## config.mk

```make
export PLATFORM = sky130hd
export DESIGN_NAME = ctc_channel
export DESIGN_NICKNAME = d
export VERILOG_FILES = /design/src/rtl/ctc_pkg.sv /design/src/rtl/ctc_edge_sync.sv /design/src/rtl/ctc_prescaler.sv /design/src/rtl/ctc_downcounter.sv /design/src/rtl/ctc_channel.sv
export SDC_FILE = /design/constraint.sdc
export NUM_CORES = 1
export LEC_CHECK = 0
export ABC_CLOCK_PERIOD_IN_PS = 5050
export BUFFER_PORTS_ARGS = -buffer_cell sky130_fd_sc_hd__buf_2
export CORE_ASPECT_RATIO = 1.5
export CORE_UTILIZATION = 50
export DETAILED_ROUTE_END_ITERATION = 8
export GPL_TIMING_DRIVEN = 0
export PLACE_DENSITY = 0.7
export SLEW_MARGIN = 10
export SYNTH_ARGS = -nofsm -noshare
export SYNTH_HDL_FRONTEND = slang
export SYNTH_SLANG_ARGS = --single-unit
```

## constraint.sdc

```tcl
create_clock -name clk -period 5.05 [get_ports clk]
set_input_delay 0.505 -clock clk [delete_from_list [all_inputs] [get_ports clk]]
set_output_delay 0.505 -clock clk [all_outputs]
set_load 0.005 [all_outputs]
```

## src/rtl/ctc_pkg.sv

```systemverilog
package ctc_pkg;

  localparam int DW = 8;

  typedef struct packed {
    logic irq_en;
    logic ctr_mode;
    logic div_long;
    logic rise_sel;
    logic trig_start;
    logic tc_next;
    logic soft_rst;
    logic is_ctl;
  } ctc_ctrl_t;

  typedef enum logic [1:0] {
    CH_IDLE  = 2'd0,
    CH_ARMED = 2'd1,
    CH_RUN   = 2'd2
  } ch_state_e;

endpackage

```

## src/rtl/ctc_edge_sync.sv

```systemverilog
module ctc_edge_sync #(
  parameter int STAGES = 2
) (
  input  logic clk,
  input  logic rst_n,
  input  logic pin,
  input  logic rise_sel,
  output logic edge_o
);
  logic [STAGES:0] sh;
  logic            cur, prev;

  always_ff @(posedge clk) begin
    if (!rst_n) sh <= '0;
    else        sh <= {sh[STAGES-1:0], pin};
  end

  assign cur    = sh[STAGES-1];
  assign prev   = sh[STAGES];
  assign edge_o = rise_sel ? (cur & ~prev) : (~cur & prev);
endmodule

```

## src/rtl/ctc_prescaler.sv

```systemverilog
module ctc_prescaler #(
  parameter int SHORT_DIV = 16,
  parameter int LONG_DIV  = 256
) (
  input  logic clk,
  input  logic rst_n,
  input  logic run,
  input  logic div_long,
  output logic tick
);
  localparam int PW = $clog2(LONG_DIV);

  logic [PW-1:0] presc, lim;

  assign lim  = div_long ? PW'(LONG_DIV - 1) : PW'(SHORT_DIV - 1);
  assign tick = run && (presc == lim);

  always_ff @(posedge clk) begin
    if (!rst_n || !run) presc <= '0;
    else if (presc == lim) presc <= '0;
    else presc <= presc + 1'b1;
  end
endmodule

```

## src/rtl/ctc_downcounter.sv

```systemverilog
module ctc_downcounter #(
  parameter int W = 8
) (
  input  logic         clk,
  input  logic         rst_n,
  input  logic         load,
  input  logic [W-1:0] load_val,
  input  logic         dec,
  input  logic [W-1:0] tc,
  output logic [W-1:0] cnt,
  output logic         zero_evt
);
  assign zero_evt = dec && (cnt == W'(1));

  always_ff @(posedge clk) begin
    if (!rst_n)        cnt <= '0;
    else if (load)     cnt <= load_val;
    else if (zero_evt) cnt <= tc;
    else if (dec)      cnt <= cnt - 1'b1;
  end
endmodule

```

## src/rtl/ctc_channel.sv

```systemverilog
module ctc_channel
  import ctc_pkg::*;
#(
  parameter int SYNC_STAGES = 2,
  parameter int SHORT_DIV   = 16,
  parameter int LONG_DIV    = 256
) (
  input  logic          clk,
  input  logic          rst_n,
  input  logic          wr_en,
  input  logic [DW-1:0] wr_data,
  input  logic          trg_pin,
  input  logic          irq_ack,
  output logic [DW-1:0] cnt_q,
  output logic          zc_pulse,
  output logic          irq
);
  ctc_ctrl_t     ctrl_q;
  logic [DW-1:0] tc_q;
  logic          tc_pend;
  ch_state_e     state;
  logic          running, wr_ctl, wr_tc, trg_edge, pre_tick;
  logic          load, dec, zero_evt;
  logic [DW-1:0] load_val;

  assign wr_tc   = wr_en && tc_pend;
  assign wr_ctl  = wr_en && !tc_pend && wr_data[0];
  assign running = (state == CH_RUN);

  always_ff @(posedge clk) begin
    if (!rst_n) begin
      ctrl_q  <= '0;
      tc_q    <= '0;
      tc_pend <= 1'b0;
      state   <= CH_IDLE;
    end else if (wr_tc) begin
      tc_q    <= wr_data;
      tc_pend <= 1'b0;
      if (state == CH_IDLE)
        state <= (!ctrl_q.ctr_mode && ctrl_q.trig_start) ? CH_ARMED : CH_RUN;
    end else if (wr_ctl) begin
      ctrl_q  <= ctc_ctrl_t'(wr_data);
      tc_pend <= wr_data[2];
      if (wr_data[1]) state <= CH_IDLE;
    end else if (state == CH_ARMED && trg_edge) begin
      state <= CH_RUN;
    end
  end

  ctc_edge_sync #(.STAGES(SYNC_STAGES)) u_sync (
    .clk(clk), .rst_n(rst_n), .pin(trg_pin),
    .rise_sel(ctrl_q.rise_sel), .edge_o(trg_edge)
  );

  ctc_prescaler #(.SHORT_DIV(SHORT_DIV), .LONG_DIV(LONG_DIV)) u_pre (
    .clk(clk), .rst_n(rst_n), .run(running && !ctrl_q.ctr_mode),
    .div_long(ctrl_q.div_long), .tick(pre_tick)
  );

  assign load     = (wr_tc && state == CH_IDLE) || (wr_ctl && wr_data[1]);
  assign load_val = wr_tc ? wr_data : tc_q;
  assign dec      = running && !load && (ctrl_q.ctr_mode ? trg_edge : pre_tick);

  ctc_downcounter #(.W(DW)) u_cnt (
    .clk(clk), .rst_n(rst_n), .load(load), .load_val(load_val),
    .dec(dec), .tc(tc_q), .cnt(cnt_q), .zero_evt(zero_evt)
  );

  always_ff @(posedge clk) begin
    if (!rst_n) begin
      zc_pulse <= 1'b0;
      irq      <= 1'b0;
    end else begin
      zc_pulse <= zero_evt;
      if (zero_evt && ctrl_q.irq_en) irq <= 1'b1;
      else if (irq_ack)              irq <= 1'b0;
    end
  end
endmodule

```

==> results of run 1 <==
## worst reg2reg max path: stages, from the launching register on
cell and delay (ns):
dfxtp_1 0.37, or4_4 0.58, or3_4 0.42, buf_6 0.16, nor2_4 0.07, a211oi_1 0.05, a221o_1 0.35
## state kept, by name, summed over array words and instances, names as in the netlist
register / cells
u_pre.presc: 8
u_cnt.cnt: 8
zc_pulse: 1
tc_q: 8
u_sync.sh: 3
state: 2
irq: 1
tc_pend: 1
ctrl_q: 5
## final cells by class
cell class                 instances  area (sq um)
buffer                            11         50.05
clock buffer                       7         86.33
fill                             335          1369
inverter                          10         37.54
multi-input combinational        159         974.7
sequential                        37         740.7
tap                               42         52.55
timing repair buffer              21         105.1
## synthesized netlist by cell type (all sizes together), types with 2 or more instances
cell type	count
dfxtp	37
nand2	25
nor2	22
nand3	14
a21oi	13
inv	10
clkbuf	9
nand2b	7
xnor2	7
mux2i	6
nor3	6
o211ai	6
nand4	5
o21ai	5
and2	4
ha	3
nor2b	3
or3	3
or4	3
xor2	3
a2111oi	2
and3	2
and4	2
buf	2
nor3b	2
nor4b	2
o311ai	2
o41ai	2
## where the power goes
part	leakage (nW)	switching, W	internal [W]
sequential	0.300	0.00000429	0.000298
combinational	0.493	0.0000264	0.0000159
clock	0.0443	0.0000963	0.000108
total	0.837	0.000127	0.000422
## kinds of logic (layout without fill, tap and decap cells)
kind of cell / Yosys count / in the layout / share of synthesized area (%)
muxes: 6 / 6 / 3.331
buffers and inverters: 21 / 49 / 4.858
xor gates and xnor gates: 10 / 10 / 4.858
AOI/OAI and AO/OA: 36 / 36 / 13.46
adders and majority gates: 3 / 3 / 2.082
and+or+nand+nor: 104 / 104 / 30.33
DFF: 37 / 37 / 41.08
## metal layers
layer / routed length, um / part of all wire [%] / track usage (%)
met1: 1565 / 40 / 23.51
met2: 2100 / 54 / 44.88
met3: 131 / 3.4 / 6.188
met4: 97 / 2.5 / 11.73
met5: 0 / 0 / 0
## worst max path at each step
stage	end	cells past startpoint
floorplan	u_cnt.cnt[3]	6
global placement	u_cnt.cnt[1]	7
detailed placement	u_cnt.cnt[1]	7
CTS	u_cnt.cnt[3]	6
global route	u_cnt.cnt[3]	6
finish	u_cnt.cnt[3]	6
## per-stage QoR
step	setup WS (ns)	util, %
after global routing	2.841	59.93
final	2.950	59.93
after global placement	2.802	57.40
after detailed placement	2.760	57.40
after floorplan	3.042	-
after CTS	2.928	59.93
==> impl_metrics.toml, run 1 <==
[layout]
final_common_cell = "dfxtp_1"
num_antenna_cells = 0
final_cell_mix = "dfxtp_1, nand2_1, buf_2, nor2_1, nand3_1"
syn_to_final_growth_pct = 13.53
final_nets = 261
final_cells = 287
final_area_sq_um = 2047
drive_gt1_share_pct = 13.47

[logic_synthesis]
synth_edf_count = 0
syn_nets = 233
async_flop_share_pct = 0
synth_area_leaders = "dfxtp_1, nand2_1, nor2_1"
syn_avg_cell_area_sq_um = 8.309
synth_cell_type_count = 45
synth_top_area_cell = "dfxtp_1"
syn_area_sq_um = 1803
seq_area_frac_synth_pct = 41.08
synth-main-ff-cell = "dfxtp_1"
yosysWarningCount = 0
synthCells = 217
synth_top_cell_area_share_pct = 41.08
ys_seq_elements = 37

[worst_hold_path]
min_delay_worst_endpoint = "u_sync.sh[0]"
hp-class = "in2reg"
holdCritStartpoint = "trg_pin"
hold_depth = 2

[sta]
hold_viol_final = 0
finClkSkew_ns = 0.008866
max-slew-margin-rel_pct = 65.25
tns_ns = 0
rsz0062_at_grt = "no"
fin_crit_ns = 2.100
setup_viol = 0
tightestPinTransition_ns = 0.5178
slew_viol_final = 0
fin_crit_sh_pct = 41.59
fmax_mhz = 476.1
holdWs_ns = 0.4299

[critical_path]
worstPathArrival_ns = 2.28
start_kind = "flop"
cp_max_fo = 10
crit_path_start = "u_cnt.cnt[2]"
path_class = "reg2reg"
critPathCaptureType = "flop"
cp_cell_sequence = "or4_4, or3_4, buf_6, nor2_4, a211oi_1, a221o_1"
critical-path-max-stage-delay_ns = 0.58
cp_slowest_cell = "or4_4"
cpLargestDelayFamily = "simple AND/OR/NAND/NOR gates"
required_ns = 5.23
crit_buf_inv = 1
rr_worst_depth = 6
r2r_slack_ns = 2.95
r2r_end = "u_cnt.cnt[3]"
r2r_start = "u_cnt.cnt[2]"

[route]
ant_nets = 0
wl_per_cell_um = 13.57
via_per_inst = 5.561
dr.pass1.iters = 4
routed_wl_mm = 3.895
dr.first_iter.drc_count = 28
via_count = 1596
remaining_drc_errors = 0

[floorplan]
die_width_um = 51.03
coreArea_sq_um = 3416
die_h_um = 75.55
dieArea_sq_um = 3855
start_util_pct = 52.78
std_cell_rows = 26
io_pins = 23

[global_route]
grt_first_pass_wirelength_mm = 6.672
antenna_found_initial = 0
first_global_vias = 1500
grt_usage_pct = 23.69
grt_max_degree = 11
grt_overflow = 0

[clocking]
htreeDepth = 2
clock_sinks = 37
cts-resized-gates = 0
clock_path_buffers = 2
ctsHoldBuffers = 0
clock_latency_ns = 0.29
cts-root-buf = "clkbuf_8"
cts_buffers = 5
cts_tree = "yes"
postCtsSetupBuffers = 0
clkTransAtPathRegs_ns = 0.07

[pwr]
power.total_w = 0.0005486
cellPowerDensity_nw_per_um2 = 268.0
power_leakage_nw = 0.8373
ir_worst_vdd_mv = 0.1934

[placed_design]
place_congestion = 0.8026
dp.cells = 280
dpl.hpwl_mm = 2.918
numPortBuffers = 21
place_area_sq_um = 1961

[job]
maxCapViolations = 0

[run_status]
status = "finished, final reports clean"
Power figures use the tool's default switching activity.
==> inputs of run 2 (changes only) <==
Settings changed: ABC_AREA set to 1, ABC_CLOCK_PERIOD_IN_PS 5050 to 1750, PLACE_DENSITY 0.7 to 0.73.
Clock period 5.05 ns to 1.75 ns, I/O delays scaled along.
==> impl_metrics.toml, run 2 <==
[job]
maxCapViolations = 0

[floorplan]
io_pins = 23
dieArea_sq_um = 4188
start_util_pct = 52.86
coreArea_sq_um = 3716
die_h_um = 78.77
std_cell_rows = 27
die_width_um = 53.18

[clocking]
cts_buffers = 5
cts_tree = "yes"
clock_sinks = 37
cts-root-buf = "clkbuf_8"
clkTransAtPathRegs_ns = 0.07
clock_latency_ns = 0.28
htreeDepth = 2
ctsHoldBuffers = 0
clock_path_buffers = 2

[pwr]
cellPowerDensity_nw_per_um2 = 727.4
ir_worst_vdd_mv = 0.4905
power_leakage_nw = 1.005
power.total_w = 0.001612

[critical_path]
crit_path_start = "u_pre.presc[0]"
path_class = "reg2reg"
critPathCaptureType = "flop"
required_ns = 1.97
cp_max_fo = 10
start_kind = "flop"
r2r_start = "u_pre.presc[0]"
worstPathArrival_ns = 1.84

[logic_synthesis]
synth_edf_count = 0
seq_area_frac_synth_pct = 37.71
syn_avg_cell_area_sq_um = 7.143
ys_seq_elements = 37
synth_area_leaders = "dfxtp_1, nand2_1, inv_1"
async_flop_share_pct = 0
synth_top_area_cell = "dfxtp_1"
syn_nets = 291
syn_area_sq_um = 1964
synthCells = 275
synth.most_common_cell = "nand2_1"
synthTopCellsByCount = "nand2_1, dfxtp_1, inv_1"
synth_cell_type_count = 31
yosysWarningCount = 0
synth-main-ff-cell = "dfxtp_1"
synth_top_cell_area_share_pct = 37.71

[layout]
final_cell_mix = "nand2_1, inv_1, dfxtp_1, nor2_1, buf_2"
num_antenna_cells = 0
syn_to_final_growth_pct = 12.80
final_nets = 321
drive_gt1_share_pct = 22.70
reg_top3 = "tc_q x8, u_cnt.cnt x8, u_pre.presc x8"
final_common_cell = "nand2_1"

[route]
dr.first_iter.drc_count = 30
via_per_inst = 5.104
ant_nets = 0
remaining_drc_errors = 0
wl_per_cell_um = 12.05
via_count = 1771
routed_wl_mm = 4.181
dr.pass1.iters = 5

[sta]
hold_viol_final = 0
fin_crit_sh_pct = 92.86
finClkSkew_ns = 0.008117
setup_viol = 0
max-slew-margin-rel_pct = 55.21
slew_viol_final = 0
fmax_mhz = 615.4
tightestPinTransition_ns = 0.6719
fin_crit_ns = 1.625
tns_ns = 0
rsz0062_at_grt = "no"

[global_route]
grt_max_degree = 11
antenna_found_initial = 0
grt_overflow = 0
first_global_vias = 1748
grt_usage_pct = 23.49
grt_first_pass_wirelength_mm = 7.369

[worst_hold_path]
hp-class = "in2reg"
holdCritStartpoint = "trg_pin"

[placed_design]
dpl.hpwl_mm = 3.254
numPortBuffers = 22
place_congestion = 0.8091

[run_status]
status = "finished, final reports clean"
[run 2: cell count changes after synthesis, moves of 7 or more]
cell | before | now
nand2_1 | 25 | 53
inv_1 | 10 | 37
o21ai_0 | 4 | 18
a21oi_2 | 1 | 14
nor2_1 | 21 | 33
inv_2 | 0 | 9
a21oi_1 | 12 | 5
nand2b_1 | 7 | 0
[run 2: layout make-up]
type                    count  area, sq um
multi-input cells         186         1017
clock buffers               5        68.82
inverters                  46        172.7
clock inverters             1        5.005
flip-flops and latches     37        742.0
well taps                  43        53.80
plain buffers               6        38.79
fillers                   365         1500
repair buffers             23        117.6
[run 2: routing by layer]
layer  global-route usage, %  wire (um)  vias up
met5                       0          0        -
met3                   4.789        137        8
met2                   44.43       2297       30
met1                   23.84       1665      812
met4                   8.947         80        0
li1                        -          -      921
[run 2: report_power, final]
| group | internal, W | leakage (nW) | switching [W] |
|---|---|---|---|
| clock | 0.000262 | 0.0399 | 0.000282 |
| sequential | 0.000870 | 0.301 | 0.0000184 |
| combinational | 0.0000625 | 0.664 | 0.000117 |
[run 2: worst paths after layout]
kind	end	slack [ns]	cells past startpoint
max reg2reg	u_cnt.cnt[3]	0.13	10
min reg2reg	u_sync.sh[1]	0.41	2
max	u_cnt.cnt[3]	0.13	10
min	u_sync.sh[0]	0.07	3
[run 2: timing repair]
action / in CTS / in global routing
endpoints found under the setup margin: 0 / 8
resized for setup: 0 / 3
setup buffers: 0 / 1
[run 2: kinds of logic after synthesis]
| family | Yosys count | share of synthesized area [%] |
|---|---|---|
| and+or+nand+nor | 133 | 31.97 |
| buffers and inverters | 52 | 10.76 |
| AOI/OAI and AO/OA | 42 | 14.08 |
| DFF | 37 | 37.71 |
| xor gates and xnor gates | 8 | 3.567 |
| adders and majority gates | 3 | 1.911 |
[run 2: through the flow]
stage	setup slack (ns)	utilization [%]	std cells	cell area [sq um]	hold slack, ns
final	0.1250	59.63	347	2216	0.07036
after floorplan	0.3041	-	275	1964	0.2726
after detailed placement	0.1106	57.27	340	2128	0.3608
after global routing	0.00001510	59.63	347	2216	0.07280
after CTS	0.08625	59.26	346	2202	0.06549
after global placement	0.1476	57.27	340	2128	0.3538
[run 2: worst max-delay path, stage by stage, from the launching register on]
cell     delay (ns)
dfxtp_2        0.34
ha_2           0.18
nand2_2        0.08
nor2_4         0.16
nand3_2        0.10
nand2_4        0.11
nand2_4        0.09
buf_6          0.16
a21oi_2        0.10
nand2_1        0.08
a21oi_2        0.14
